**src/rtl/iwdt_pkg.sv**
```systemverilog
package iwdt_pkg;
  localparam int REG_AW = 3;
  localparam logic [REG_AW-1:0] ADDR_CMD    = 3'd0;
  localparam logic [REG_AW-1:0] ADDR_CNT_LO = 3'd1;
  localparam logic [REG_AW-1:0] ADDR_CNT_HI = 3'd2;
  localparam logic [REG_AW-1:0] ADDR_MASK   = 3'd3;
  localparam logic [REG_AW-1:0] ADDR_STAT   = 3'd4;
  localparam int CMD_STOP_BIT  = 4;
  localparam int CMD_START_BIT = 5;
  localparam int STAT_UF_BIT   = 7;
  localparam int MASK_RO_BIT   = 15;
endpackage

```
**src/rtl/iwdt_cmd.sv**
```systemverilog
module iwdt_cmd (
  input  logic clk,
  input  logic rst_n,
  input  logic wr_i,
  input  logic start_i,
  input  logic stop_i,
  output logic run_o,
  output logic stop_o
);
  logic run_q, stop_q;

  // stop has priority over start when both are requested
  always_ff @(posedge clk or negedge rst_n) begin
    if (!rst_n) begin
      run_q  <= 1'b0;
      stop_q <= 1'b1;
    end else if (wr_i && stop_i) begin
      run_q  <= 1'b0;
      stop_q <= 1'b1;
    end else if (wr_i && start_i) begin
      run_q  <= 1'b1;
      stop_q <= 1'b0;
    end
  end

  assign run_o  = run_q;
  assign stop_o = stop_q;

  a_r4_stop_wins: assert property (@(posedge clk) disable iff (!rst_n)
    (wr_i && stop_i) |=> (!run_q && stop_q));
  a_r2_start_runs: assert property (@(posedge clk) disable iff (!rst_n)
    (wr_i && start_i && !stop_i) |=> (run_q && !stop_q));
endmodule

```
**src/rtl/iwdt_count.sv**
```systemverilog
module iwdt_count #(
  parameter int HALF_W = 16
) (
  input  logic                  clk,
  input  logic                  rst_n,
  input  logic                  run_i,
  input  logic                  tick_i,
  input  logic [1:0]            wr_half_i,
  input  logic [HALF_W-1:0]     wdata_i,
  output logic [2*HALF_W-1:0]   cnt_o,
  output logic                  uf_o
);
  localparam int CNT_W = 2 * HALF_W;

  logic [CNT_W-1:0] cnt_q, cnt_d;
  logic [CNT_W-1:0] loaded;
  logic             any_wr, step;

  // per-half load path: the written half replaces, the other is kept
  for (genvar h = 0; h < 2; h++) begin : g_half
    assign loaded[h*HALF_W +: HALF_W] =
      wr_half_i[h] ? wdata_i : cnt_q[h*HALF_W +: HALF_W];
  end

  assign any_wr = |wr_half_i;
  assign step   = run_i && tick_i && !any_wr;
  assign uf_o   = step && (cnt_q == '0);

  always_comb begin
    cnt_d = cnt_q;
    if (any_wr)     cnt_d = loaded;
    else if (uf_o)  cnt_d = '1;
    else if (step)  cnt_d = cnt_q - 1'b1;
  end

  always_ff @(posedge clk or negedge rst_n) begin
    if (!rst_n) cnt_q <= '0;
    else        cnt_q <= cnt_d;
  end

  assign cnt_o = cnt_q;

  a_r7_wrap_all_ones: assert property (@(posedge clk) disable iff (!rst_n)
    (run_i && tick_i && !any_wr && cnt_q == '0) |=> (cnt_q == {CNT_W{1'b1}}));
  a_r2_single_step: assert property (@(posedge clk) disable iff (!rst_n)
    (run_i && tick_i && !any_wr && cnt_q != '0) |=> (cnt_q == $past(cnt_q) - 1'b1));
  a_r3_frozen: assert property (@(posedge clk) disable iff (!rst_n)
    (!run_i && !any_wr) |=> $stable(cnt_q));
  a_r6_write_wins: assert property (@(posedge clk) disable iff (!rst_n)
    wr_half_i[0] |=> (cnt_q[HALF_W-1:0] == $past(wdata_i)));
endmodule

```
**src/rtl/iwdt_irq.sv**
```systemverilog
module iwdt_irq #(
  parameter int DATA_W = 16,
  parameter int UF_BIT = 7,
  parameter int RO_BIT = 15
) (
  input  logic              clk,
  input  logic              rst_n,
  input  logic              mask_wr_i,
  input  logic              stat_wr_i,
  input  logic [DATA_W-1:0] wdata_i,
  input  logic              uf_i,
  output logic [DATA_W-1:0] mask_o,
  output logic [DATA_W-1:0] stat_o,
  output logic              irq_o
);
  localparam logic [DATA_W-1:0] UF_VEC = DATA_W'(1) << UF_BIT;
  localparam logic [DATA_W-1:0] WR_KEEP = ~(DATA_W'(1) << RO_BIT);

  logic [DATA_W-1:0] mask_q, stat_q, clr_vec, set_vec;

  assign clr_vec = stat_wr_i ? wdata_i : '0;
  assign set_vec = uf_i ? UF_VEC : '0;

  always_ff @(posedge clk or negedge rst_n) begin
    if (!rst_n) begin
      mask_q <= '0;
      stat_q <= '0;
    end else begin
      if (mask_wr_i) mask_q <= wdata_i & WR_KEEP;
      stat_q <= (stat_q & ~clr_vec) | set_vec;
    end
  end

  assign mask_o = mask_q;
  assign stat_o = stat_q;
  assign irq_o  = |(mask_q & stat_q);

  a_r7_flag_set: assert property (@(posedge clk) disable iff (!rst_n)
    uf_i |=> stat_q[UF_BIT]);
  a_r9_w1c: assert property (@(posedge clk) disable iff (!rst_n)
    (stat_wr_i && wdata_i[UF_BIT] && !uf_i) |=> !stat_q[UF_BIT]);
  a_r9_zero_keeps: assert property (@(posedge clk) disable iff (!rst_n)
    (stat_q[UF_BIT] && !(stat_wr_i && wdata_i[UF_BIT])) |=> stat_q[UF_BIT]);
endmodule

```
**src/rtl/iwdt_top.sv**
```systemverilog
module iwdt_top
  import iwdt_pkg::*;
#(
  parameter int DATA_W = 16
) (
  input  logic              clk,
  input  logic              rst_n,
  input  logic              tick_en,
  input  logic              reg_wr,
  input  logic [REG_AW-1:0] reg_addr,
  input  logic [DATA_W-1:0] reg_wdata,
  output logic [DATA_W-1:0] reg_rdata,
  output logic              irq
);
  localparam int CNT_W = 2 * DATA_W;

  logic              run, stopped, uf;
  logic [1:0]        wr_half;
  logic [CNT_W-1:0]  cnt;
  logic [DATA_W-1:0] mask, stat;

  assign wr_half[0] = reg_wr && (reg_addr == ADDR_CNT_LO);
  assign wr_half[1] = reg_wr && (reg_addr == ADDR_CNT_HI);

  iwdt_cmd u_cmd (
    .clk     (clk),
    .rst_n   (rst_n),
    .wr_i    (reg_wr && (reg_addr == ADDR_CMD)),
    .start_i (reg_wdata[CMD_START_BIT]),
    .stop_i  (reg_wdata[CMD_STOP_BIT]),
    .run_o   (run),
    .stop_o  (stopped)
  );

  iwdt_count #(.HALF_W(DATA_W)) u_count (
    .clk       (clk),
    .rst_n     (rst_n),
    .run_i     (run),
    .tick_i    (tick_en),
    .wr_half_i (wr_half),
    .wdata_i   (reg_wdata),
    .cnt_o     (cnt),
    .uf_o      (uf)
  );

  iwdt_irq #(.DATA_W(DATA_W), .UF_BIT(STAT_UF_BIT), .RO_BIT(MASK_RO_BIT)) u_irq (
    .clk       (clk),
    .rst_n     (rst_n),
    .mask_wr_i (reg_wr && (reg_addr == ADDR_MASK)),
    .stat_wr_i (reg_wr && (reg_addr == ADDR_STAT)),
    .wdata_i   (reg_wdata),
    .uf_i      (uf),
    .mask_o    (mask),
    .stat_o    (stat),
    .irq_o     (irq)
  );

  always_comb begin
    reg_rdata = '0;
    case (reg_addr)
      ADDR_CMD: begin
        reg_rdata[CMD_START_BIT] = run;
        reg_rdata[CMD_STOP_BIT]  = stopped;
      end
      ADDR_CNT_LO: reg_rdata = cnt[DATA_W-1:0];
      ADDR_CNT_HI: reg_rdata = cnt[CNT_W-1:DATA_W];
      ADDR_MASK:   reg_rdata = mask;
      ADDR_STAT:   reg_rdata = stat;
      default:     reg_rdata = '0;
    endcase
  end

  a_r3_run_stop_exclusive: assert property (@(posedge clk) disable iff (!rst_n)
    !(run && stopped));
  a_r10_mask_msb_zero: assert property (@(posedge clk) disable iff (!rst_n)
    (reg_addr == ADDR_MASK) |-> !reg_rdata[MASK_RO_BIT]);
endmodule

```
**config.mk**
```make
export PLATFORM = sky130hd
export DESIGN_NAME = iwdt_top
export DESIGN_NICKNAME = d
export VERILOG_FILES = /design/src/rtl/iwdt_pkg.sv /design/src/rtl/iwdt_cmd.sv /design/src/rtl/iwdt_count.sv /design/src/rtl/iwdt_irq.sv /design/src/rtl/iwdt_top.sv
export SDC_FILE = /design/constraint.sdc
export NUM_CORES = 1
export LEC_CHECK = 0
export ABC_AREA = 0
export BUFFER_PORTS_ARGS = -buffer_cell sky130_fd_sc_hd__buf_2
export CELL_PAD_IN_SITES_DETAIL_PLACEMENT = 1
export CELL_PAD_IN_SITES_GLOBAL_PLACEMENT = 1
export CORE_ASPECT_RATIO = 0.7
export CORE_MARGIN = 3
export CORE_UTILIZATION = 30
export CTS_BUF_LIST = sky130_fd_sc_hd__clkbuf_8
export CTS_CLUSTER_DIAMETER = 60
export DETAILED_ROUTE_END_ITERATION = 12
export PLACE_DENSITY = 0.6
export SKIP_CTS_REPAIR_TIMING = 1
export SYNTH_ARGS = -nofsm -noshare
export SYNTH_HDL_FRONTEND = slang
export SYNTH_SLANG_ARGS = --single-unit
```
**constraint.sdc**
```tcl
create_clock -name clk -period 4.09 [get_ports clk]
set_input_delay 0.6135 -clock clk [delete_from_list [all_inputs] [get_ports clk]]
set_output_delay 0.6135 -clock clk [all_outputs]
set_load 0.02 [all_outputs]
```
==> flow_metrics.env, run 1 <==
export IMPL_clockBufferDepth=2
export IMPL_grt_pass1_vias=3930
export IMPL_top_layer="met4"
export IMPL_hold_viol=0
export IMPL_ys_seq_elements=65
export IMPL_critical_path_required_ns=4.37
export IMPL_start_util=0.316
export IMPL_track_usage=0.219
export IMPL_cap_violations=0
export IMPL_numPortBuffers=39
export IMPL_cp_end_kind="flop"
export IMPL_synth_edf_count=0
export IMPL_skew_ns=0.0131
export IMPL_met3_length_um=823
export IMPL_ant_nets=0
export IMPL_tns_ns=0
export IMPL_maxSlewViolCount=0
export IMPL_synth_area_per_cell_um2=8.99
export IMPL_cts_tree="done"
export IMPL_slowest_delay_ns=0.85
export IMPL_crit_fanout=17
export IMPL_die_area_um2=14900
export IMPL_power_leakage_nw=1.86
export IMPL_fin_nets=503
export IMPL_setup_viol=0
export IMPL_post_synth_instance_area_um2=4040
export IMPL_crit_family="compound AO/OA/AOI/OAI gates"
export IMPL_cp_arrival_ns=3.25
export IMPL_clk_latency_ns=0.37
export IMPL_startpoint_type="flop"
export IMPL_status="completed"
export IMPL_vias=3945
export IMPL_ys_seq_area_frac=0.403
export IMPL_cts_root_buffer="clkbuf_8"
export IMPL_yosys_warnings=0
export IMPL_cp_slowest_cell="o41ai_4"
export IMPL_final_cell_mix="64 x dfrtp_1, 42 x o21ai_0, 39 x buf_2"
export IMPL_wl_per_cell_um=24.7
export IMPL_dieWidth_um=145
export IMPL_clk_pin_slew_ns=0.09
export IMPL_ioPinCount=40
export IMPL_wl_met1_mm=8.01
export IMPL_antenna_found_initial=0
export IMPL_synth_nets=474
export IMPL_cellPowerDensity_nw_per_um2=479
export IMPL_drtIter0Drc=303
export IMPL_floorplan_rows=34
export IMPL_critPathBufInv=0
export IMPL_vdd_drop_max_v=0.000176
export IMPL_fp_dieH_um=103
export IMPL_overflow=0
export IMPL_routed_wl_met2_mm=6.92
export IMPL_max_slew_margin=0.300
export IMPL_synth_async_sr_flop_share=1.00
export IMPL_grt_pass1_wl_mm=24.4
export IMPL_critPathMostFrequentCell="or4_4"
export IMPL_hpwl_mm=11.7
export IMPL_final_instance_count_excl_fill=645
export IMPL_rsz0062_at_grt="no"
export IMPL_coreArea_um2=12800
export IMPL_min_path_type="in2async"
export IMPL_drive_gt1_frac=0.201
export IMPL_synth_flop_cell="dfrtp_1"
export IMPL_numCtsBuffers=9
export IMPL_fmax_mhz=337
export IMPL_dr_pass1_iters=5
export IMPL_period_needed_ns=2.97
export IMPL_cp_cell_sequence="or4_4, or4_4, o41ai_4, o21ai_0, a2bb2oi_1"
export IMPL_path_class="reg2reg"
export IMPL_globalplace_congestion=0.881
export IMPL_cts_sinks=65
export IMPL_ys_types=58
export IMPL_wl_mm=15.9
export IMPL_drc=0
export IMPL_min_period_over_period=0.725
export IMPL_area_growth_syn_to_layout_pct=13.1
export IMPL_layout_commonest_cell="dfrtp_1"
export IMPL_dpl_cell_count=629
export IMPL_grt_max_degree=46
export IMPL_tightest_slew_ns=1.05
export IMPL_syn_instance_count=449
export IMPL_diodes=0
export IMPL_via_per_inst=6.12
export IMPL_htreeDepth=3
[routing by layer]
metal	vias up	global-route usage
met5	-	0
met4	0	0.0387
met3	16	0.0403
met2	131	0.323
met1	2041	0.336
li1	1757	-
[power by group]
group	internal, mW	switching, mW
Sequential	0.785	0.239
Combinational	0.246	0.335
Clock	0.294	0.290
[worst paths after layout]
check / slack [ns] / endpoint / start / cells after the start
worst max-delay path: 1.12 / u_count.cnt_o[20]$_DFFE_PN0P_ / u_count.cnt_o[6]$_DFFE_PN0P_ / 5
worst min-delay path: 0.20 / u_count.cnt_o[16]$_DFFE_PN0P_ / rst_n / 1
worst max register to register: 1.12 / u_count.cnt_o[20]$_DFFE_PN0P_ / u_count.cnt_o[6]$_DFFE_PN0P_ / 5
worst min register to register: 0.52 / u_irq.stat_o[7]$_DFF_PN0_ / u_irq.stat_o[7]$_DFF_PN0_ / 2
max in group asynchronous: 2.85 / u_count.cnt_o[10]$_DFFE_PN0P_ / rst_n / 2
min in group clk: 0.46 / u_irq.stat_o[12]$_DFF_PN0_ / reg_wdata[12] / 2
[flip-flops by register name, indices dropped and copies added, names as in the netlist]
| name | count |
|---|---|
| u_cmd.run_o | 1 |
| u_cmd.stop_o | 1 |
| u_irq.mask_o | 15 |
| u_count.cnt_o | 32 |
| u_irq.stat_o | 16 |
[stage by stage]
| step | hold slack [ns] | total power, mW | setup slack, ns | utilization | area (um^2) |
|---|---|---|---|---|---|
| after floorplan | 0.318 | 1.34 | 1.27 | - | 4040 |
| after global placement | 0.492 | 1.58 | 1.15 | 0.342 | 4370 |
| after detailed placement | 0.508 | 1.61 | 1.17 | 0.342 | 4370 |
| after CTS | 0.213 | 2.19 | 1.14 | 0.358 | 4570 |
| after global routing | 0.232 | 2.31 | 0.946 | 0.358 | 4570 |
| final | 0.204 | 2.19 | 1.12 | 0.358 | 4570 |
[cells by family after synthesis]
family,after synthesis,share of synthesized area
and+or+nand+nor,134,0.170
muxes,23,0.0663
buffers and inverters,53,0.0567
xor gates and xnor gates,2,0.00434
adders and majority gates,2,0.00620
AOI/OAI and AO/OA,170,0.293
DFF,65,0.403
[cells in the mapped netlist, drive strengths merged, types with 15 or more instances]
cell type	count	area (um^2)
a31oi	20	125
a21boi	15	113
a21oi	16	80.1
clkbuf	22	82.6
a22oi	19	143
o21ai	48	240
nor2	31	116
mux2	20	225
nand2	39	149
inv	23	86.3
dfrtp	64	1600
a2bb2oi	16	153
[final cells by class]
type	instances	area (um^2)
Fill cell	1492	8200
Multi-Input combinational cell	331	2190
Sequential cell	65	1630
Timing Repair Buffer	48	263
Tap cell	162	203
Clock buffer	10	138
Inverter	23	86.3
Clock inverter	6	58.8
No activity file was read; power rests on OpenSTA's default activity.
==> inputs of run 2 (changes only) <==
Settings changed: ABC_AREA 0 to 1, PLACE_DENSITY 0.6 to 0.63.
Clock period 4.09 ns to 3 ns, I/O delays scaled along.
==> run 2 against run 1 <==
Synthesized cell count grew 50%. Via count grew 16%. Clock-buffer cell count grew 1. Critical path depth grew 2. Clock power grew 56%. Worst setup slack lost 0.47 ns. Non-clock buffer count shrank 4. Flip-flop and latch count is the same. Sequential power grew 44%. Sequential share of layout area shrank 3.1 points. Final cell count grew 40%. Critical endpoint is now reg_rdata[4]. Largest power group unchanged.
==> flow_metrics.env, run 2 <==
export IMPL_placed_area_um2=4760
export IMPL_drtIter0Drc=207
export IMPL_vdd_drop_max_v=0.000314
export IMPL_post_synth_instance_area_um2=4390
export IMPL_fmax_mhz=426
export IMPL_synth_top_area_frac=0.365
export IMPL_start_util=0.311
export IMPL_netlist_top_cells_count="212 x nand2_1, 96 x nor2_1, 95 x inv_1"
export IMPL_layout_commonest_cell="nand2_1"
export IMPL_holdWs_ns=0.0853
export IMPL_die_area_um2=16100
export IMPL_track_usage=0.213
export IMPL_coreArea_um2=14100
export IMPL_cap_violations=0
export IMPL_cellPowerDensity_nw_per_um2=707
export IMPL_hpwl_mm=12.9
export IMPL_wl_mm=16.4
export IMPL_final_cell_mix="212 x nand2_1, 96 x nor2_1, 95 x inv_1"
export IMPL_floorplan_rows=36
export IMPL_clockBufferDepth=2
export IMPL_path_class="in2out"
export IMPL_grt_pass1_vias=4776
export IMPL_hold_viol=0
export IMPL_numPortBuffers=39
export IMPL_ys_seq_elements=65
export IMPL_numCtsBuffers=9
export IMPL_area_growth_syn_to_layout_pct=13.9
export IMPL_wl_per_cell_um=18.2
export IMPL_min_path_type="in2async"
export IMPL_nFillCells=1846
export IMPL_synth_edf_count=0
export IMPL_antenna_found_initial=0
export IMPL_max_slew_margin=0.609
export IMPL_grt_pass1_wl_mm=26.5
export IMPL_synth_nets=699
export IMPL_grt_max_degree=29
export IMPL_cp_slowest_cell="a221oi_1"
export IMPL_crit_fanout=18
export IMPL_overflow=0
export IMPL_rsz0062_at_grt="no"
export IMPL_status="completed"
export IMPL_synth_flop_cell="dfrtp_1"
export IMPL_ant_nets=0
export IMPL_power_leakage_nw=2.66
export IMPL_fp_dieH_um=107
export IMPL_startpoint_type="input pin"
export IMPL_clk_latency_ns=0.35
export IMPL_vias=4595
export IMPL_cts_tree="done"
export IMPL_synth_area_per_cell_um2=6.51
export IMPL_regArea_um2=1630
export IMPL_dr_pass1_iters=4
export IMPL_fin_nets=736
export IMPL_drc=0
export IMPL_largest_reg_flops=32
export IMPL_syn_instance_count=674
export IMPL_dieWidth_um=151
export IMPL_ioPinCount=40
export IMPL_yosysMostFrequentCell="nand2_1"
export IMPL_ys_types=34
export IMPL_skew_ns=0.00915
export IMPL_setup_viol=0
export IMPL_synth_area_top_cells="dfrtp_1 36%, nand2_1 18%, nor2_1 8.2%"
export IMPL_min_period_over_period=0.782
export IMPL_yosys_warnings=0
export IMPL_period_needed_ns=2.35
export IMPL_tightest_slew_ns=0.586
export IMPL_diodes=0
export IMPL_clk_pin_slew_ns=0.08
export IMPL_design_area_um2=5000
export IMPL_maxSlewViolCount=0
export IMPL_via_per_inst=5.07
export IMPL_ys_seq_area_frac=0.371
export IMPL_synth_top_cell_by_area="dfrtp_1"
export IMPL_htreeDepth=3
export IMPL_cp_arrival_ns=1.90
export IMPL_globalplace_congestion=0.899
export IMPL_cp_end_kind="output pin"
export IMPL_drive_gt1_frac=0.134
export IMPL_synth_async_sr_flop_share=1.00
export IMPL_slowest_delay_ns=0.44
export IMPL_cts_root_buffer="clkbuf_8"
export IMPL_tns_ns=0
export IMPL_cp_cell_sequence="buf_2, nor2_1, nand2_1, clkinv_1, a221oi_1, nand2_1, buf_2"
export IMPL_critical_path_required_ns=2.55
export IMPL_multiInputGateArea_um2=2280
export IMPL_cts_sinks=65
[run 2: changes by cell type after synthesis, moves of 12 or more]
cell	previous run	this run
a21boi_0	15	0
a22oi_1	19	0
a2bb2oi_1	14	0
a31oi_1	20	0
clkbuf_1	22	10
inv_1	23	95
mux2_2	20	0
nand2_1	38	212
nand3_1	5	40
nor2_1	31	96
nor2_2	0	13
o2111ai_1	0	13
o21ai_0	42	57
o22a_1	12	0
[run 2: kinds of logic after synthesis]
family                   synth area share
AND/OR/NAND/NOR                     0.366
buffers and inverters               0.109
AO/OA/AOI/OAI                       0.139
flip-flops                          0.371
XOR/XNOR                          0.00998
adder cells (fa/ha/maj)           0.00570
[run 2: area by class of cell]
cell class                      count  share of cell area
Timing Repair Buffer               44              0.0466
Multi-Input combinational cell    491               0.457
Clock inverter                      5              0.0173
Sequential cell                    65               0.326
Inverter                          100              0.0761
Clock buffer                       11              0.0303
Tap cell                          190              0.0476
[run 2: where the power goes]
part	internal (mW)	switching (mW)
Sequential	1.11	0.361
Combinational	0.384	0.772
Clock	0.520	0.389
[run 2: through the flow]
stage                     setup WS (ns)  instances   util  power (mW)
after detailed placement          0.659        890  0.338        2.63
after global routing              0.556        906  0.355        3.78
after CTS                         0.660        906  0.355        3.55
after global placement            0.723        890  0.338        2.57
final                             0.654        906  0.355        3.53
after floorplan                    1.15        674      -        2.15
[run 2: worst max-delay path, delay by kind of cell]
family / cells / cell delay [ns]
buffers and inverters: 3 / 0.74
AOI/OAI and AO/OA: 1 / 0.44
and+or+nand+nor: 3 / 0.26
[run 2: path summary, 6_finish.rpt]
check	from	endpoint	slack (ns)	depth (start not counted)
worst min register to register	u_irq.stat_o[15]$_DFF_PN0_	u_irq.stat_o[15]$_DFF_PN0_	0.48	2
worst max-delay path	reg_addr[0]	reg_rdata[4]	0.65	7
worst min-delay path	rst_n	u_cmd.run_o$_DFFE_PN0P_	0.09	1
min in group clk	reg_wdata[7]	u_irq.mask_o[7]$_DFFE_PN0P_	0.39	3
worst max register to register	u_count.cnt_o[10]$_DFFE_PN0P_	u_count.cnt_o[7]$_DFFE_PN0P_	0.70	9
max in group asynchronous	rst_n	u_count.cnt_o[19]$_DFFE_PN0P_	2.17	2
[run 2: metal layers]
metal | vias up | routed length (um) | global-route usage
li1 | 2197 | - | -
met1 | 2313 | 8450 | 0.312
met2 | 75 | 7380 | 0.335
met3 | 10 | 491 | 0.0346
met4 | 0 | 119 | 0.0343
met5 | - | 0 | 0
==> inputs of run 3 (changes only) <==
Settings changed: PLACE_DENSITY 0.63 to 0.65.
Clock period 3 ns to 2 ns, I/O delays scaled along.
==> run 3 against run 2 <==
Worst setup slack worse by 0.62 ns. Core utilization up 2.4 points. Critical endpoint is now irq. Wire length up 3.3%. Clock power up 49%. Flip-flop and latch count unchanged. Largest cell class unchanged.
==> flow_metrics.env, run 3 (same netlist as run 2, synthesis figures left out) <==
export IMPL_clk_pin_slew_ns=0.09
export IMPL_critical_path_required_ns=1.70
export IMPL_htreeDepth=3
export IMPL_hpwl_mm=13.4
export IMPL_fmax_mhz=508
export IMPL_cp_end_kind="output pin"
export IMPL_hold_viol=0
export IMPL_period_needed_ns=1.97
export IMPL_fin_nets=772
export IMPL_drc=0
export IMPL_total_power_mw=5.64
export IMPL_max_slew_margin=0.611
export IMPL_tightest_slew_ns=0.582
export IMPL_r2r_start="u_count.cnt_o[3]$_DFFE_PN0P_"
export IMPL_grt_pass1_vias=4951
export IMPL_wl_mm=17.0
export IMPL_numPortBuffers=39
export IMPL_wl_per_cell_um=18.0
export IMPL_vias=4686
export IMPL_numCtsBuffers=9
export IMPL_fp_dieH_um=107
export IMPL_power_leakage_nw=2.84
export IMPL_ant_nets=0
export IMPL_drtIter0Drc=239
export IMPL_clockBufferDepth=2
export IMPL_skew_ns=0.0121
export IMPL_cellPowerDensity_nw_per_um2=1060
export IMPL_rsz0062_at_grt="yes"
export IMPL_regArea_um2=1630
export IMPL_cap_violations=0
export IMPL_largest_reg_flops=32
export IMPL_vdd_drop_max_v=0.000363
export IMPL_area_growth_syn_to_layout_pct=21.6
export IMPL_status="completed"
export IMPL_startpoint_type="flop"
export IMPL_dr_pass1_iters=4
export IMPL_path_class="reg2out"
export IMPL_dieWidth_um=151
export IMPL_dpl_cell_count=924
export IMPL_holdPathStages=3
export IMPL_diodes=0
export IMPL_min_period_over_period=0.985
export IMPL_hold_path_startpoint="reg_wdata[2]"
export IMPL_final_util=0.379
export IMPL_floorplan_rows=36
export IMPL_layout_commonest_cell="nand2_1"
export IMPL_clk_latency_ns=0.35
export IMPL_grt_max_degree=49
export IMPL_globalplace_congestion=0.894
export IMPL_cts_root_buffer="clkbuf_8"
export IMPL_min_path_type="in2reg"
export IMPL_drive_gt1_frac=0.185
export IMPL_grt_pass1_wl_mm=27.4
export IMPL_start_util=0.311
export IMPL_cts_tree="done"
export IMPL_cp_arrival_ns=1.67
export IMPL_multiInputGateArea_um2=2320
export IMPL_ioPinCount=40
export IMPL_track_usage=0.220
export IMPL_via_per_inst=4.97
export IMPL_die_area_um2=16100
export IMPL_setup_viol=0
export IMPL_overflow=0
export IMPL_crit_fanout=3
export IMPL_antenna_found_initial=0
export IMPL_cts_sinks=65
export IMPL_maxSlewViolCount=0
export IMPL_coreArea_um2=14100
export IMPL_r2r_setup_slack_ns=0.17
export IMPL_ff2ff_path_depth=9
export IMPL_rr_endpoint="u_count.cnt_o[21]$_DFFE_PN0P_"
export IMPL_final_cell_mix="210 x nand2_1, 93 x inv_1, 93 x nor2_1"
export IMPL_final_instance_count_excl_fill=942
export IMPL_nFillCells=1836
export IMPL_hold_end="u_irq.mask_o[2]$_DFFE_PN0P_"
## run 3: changes by cell type in the layout (fill, tap and decap cells not counted), sizes merged
cell	delta
buf	+35
dlygate4sd3	+1
inv	+1
clkinv	-1
clkinvlp	+2
clkbuf	-2
## run 3: layout make-up
| cell class | count | share of cell area |
|---|---|---|
| Clock buffer | 9 | 0.0232 |
| Clock inverter | 7 | 0.0190 |
| Inverter | 100 | 0.0712 |
| Multi-Input combinational cell | 491 | 0.434 |
| Sequential cell | 65 | 0.305 |
| Tap cell | 190 | 0.0445 |
| Timing Repair Buffer | 80 | 0.103 |
## run 3: routing by layer
layer | up-vias | global-route usage | share of wire
met5 | - | 0 | 0
met4 | 0 | 0.0375 | 0.0071
met3 | 7 | 0.0338 | 0.049
met2 | 78 | 0.354 | 0.45
met1 | 2332 | 0.318 | 0.50
li1 | 2269 | - | -
## run 3: critical path, cell delays in order, from the launching register on
cell and delay (ns):
dfrtp_1 0.41, nand2_1 0.08, nand4_1 0.20, or4_4 0.48
buf_6 0.15
## run 3: stage by stage
stage,worst slack [ns],setup TNS [ns],hold WS (ns),cell area (um^2)
2_1_floorplan,0.453,0,0.00441,4390
3_3_place_gp,0.151,0,0.298,5050
3_5_place_dp,0.102,0,0.302,5050
4_1_cts,0.00722,0,-0.0886,5280
5_1_grt,-0.0513,-0.0515,0.245,5340
6_report,0.0303,0,0.238,5340
## run 3: worst max path at each step
stage	startpoint	end	slack [ns]	depth (start not counted)
after floorplan	reg_addr[1]	reg_rdata[0]	0.45	6
after global placement	reg_addr[2]	u_count.cnt_o[24]$_DFFE_PN0P_	0.15	9
after detailed placement	u_count.cnt_o[12]$_DFFE_PN0P_	u_count.cnt_o[18]$_DFFE_PN0P_	0.10	10
after CTS	u_irq.mask_o[3]$_DFFE_PN0P_	irq	0.007	4
after global routing	u_irq.mask_o[3]$_DFFE_PN0P_	irq	-0.05	4
final	u_irq.stat_o[6]$_DFF_PN0_	irq	0.03	4
## run 3: where the power goes
group	switching [mW]	internal, mW	total, mW
sequential	0.311	1.66	1.97
combinational	1.47	0.840	2.31
clock	0.638	0.714	1.35
total	2.42	3.22	5.64
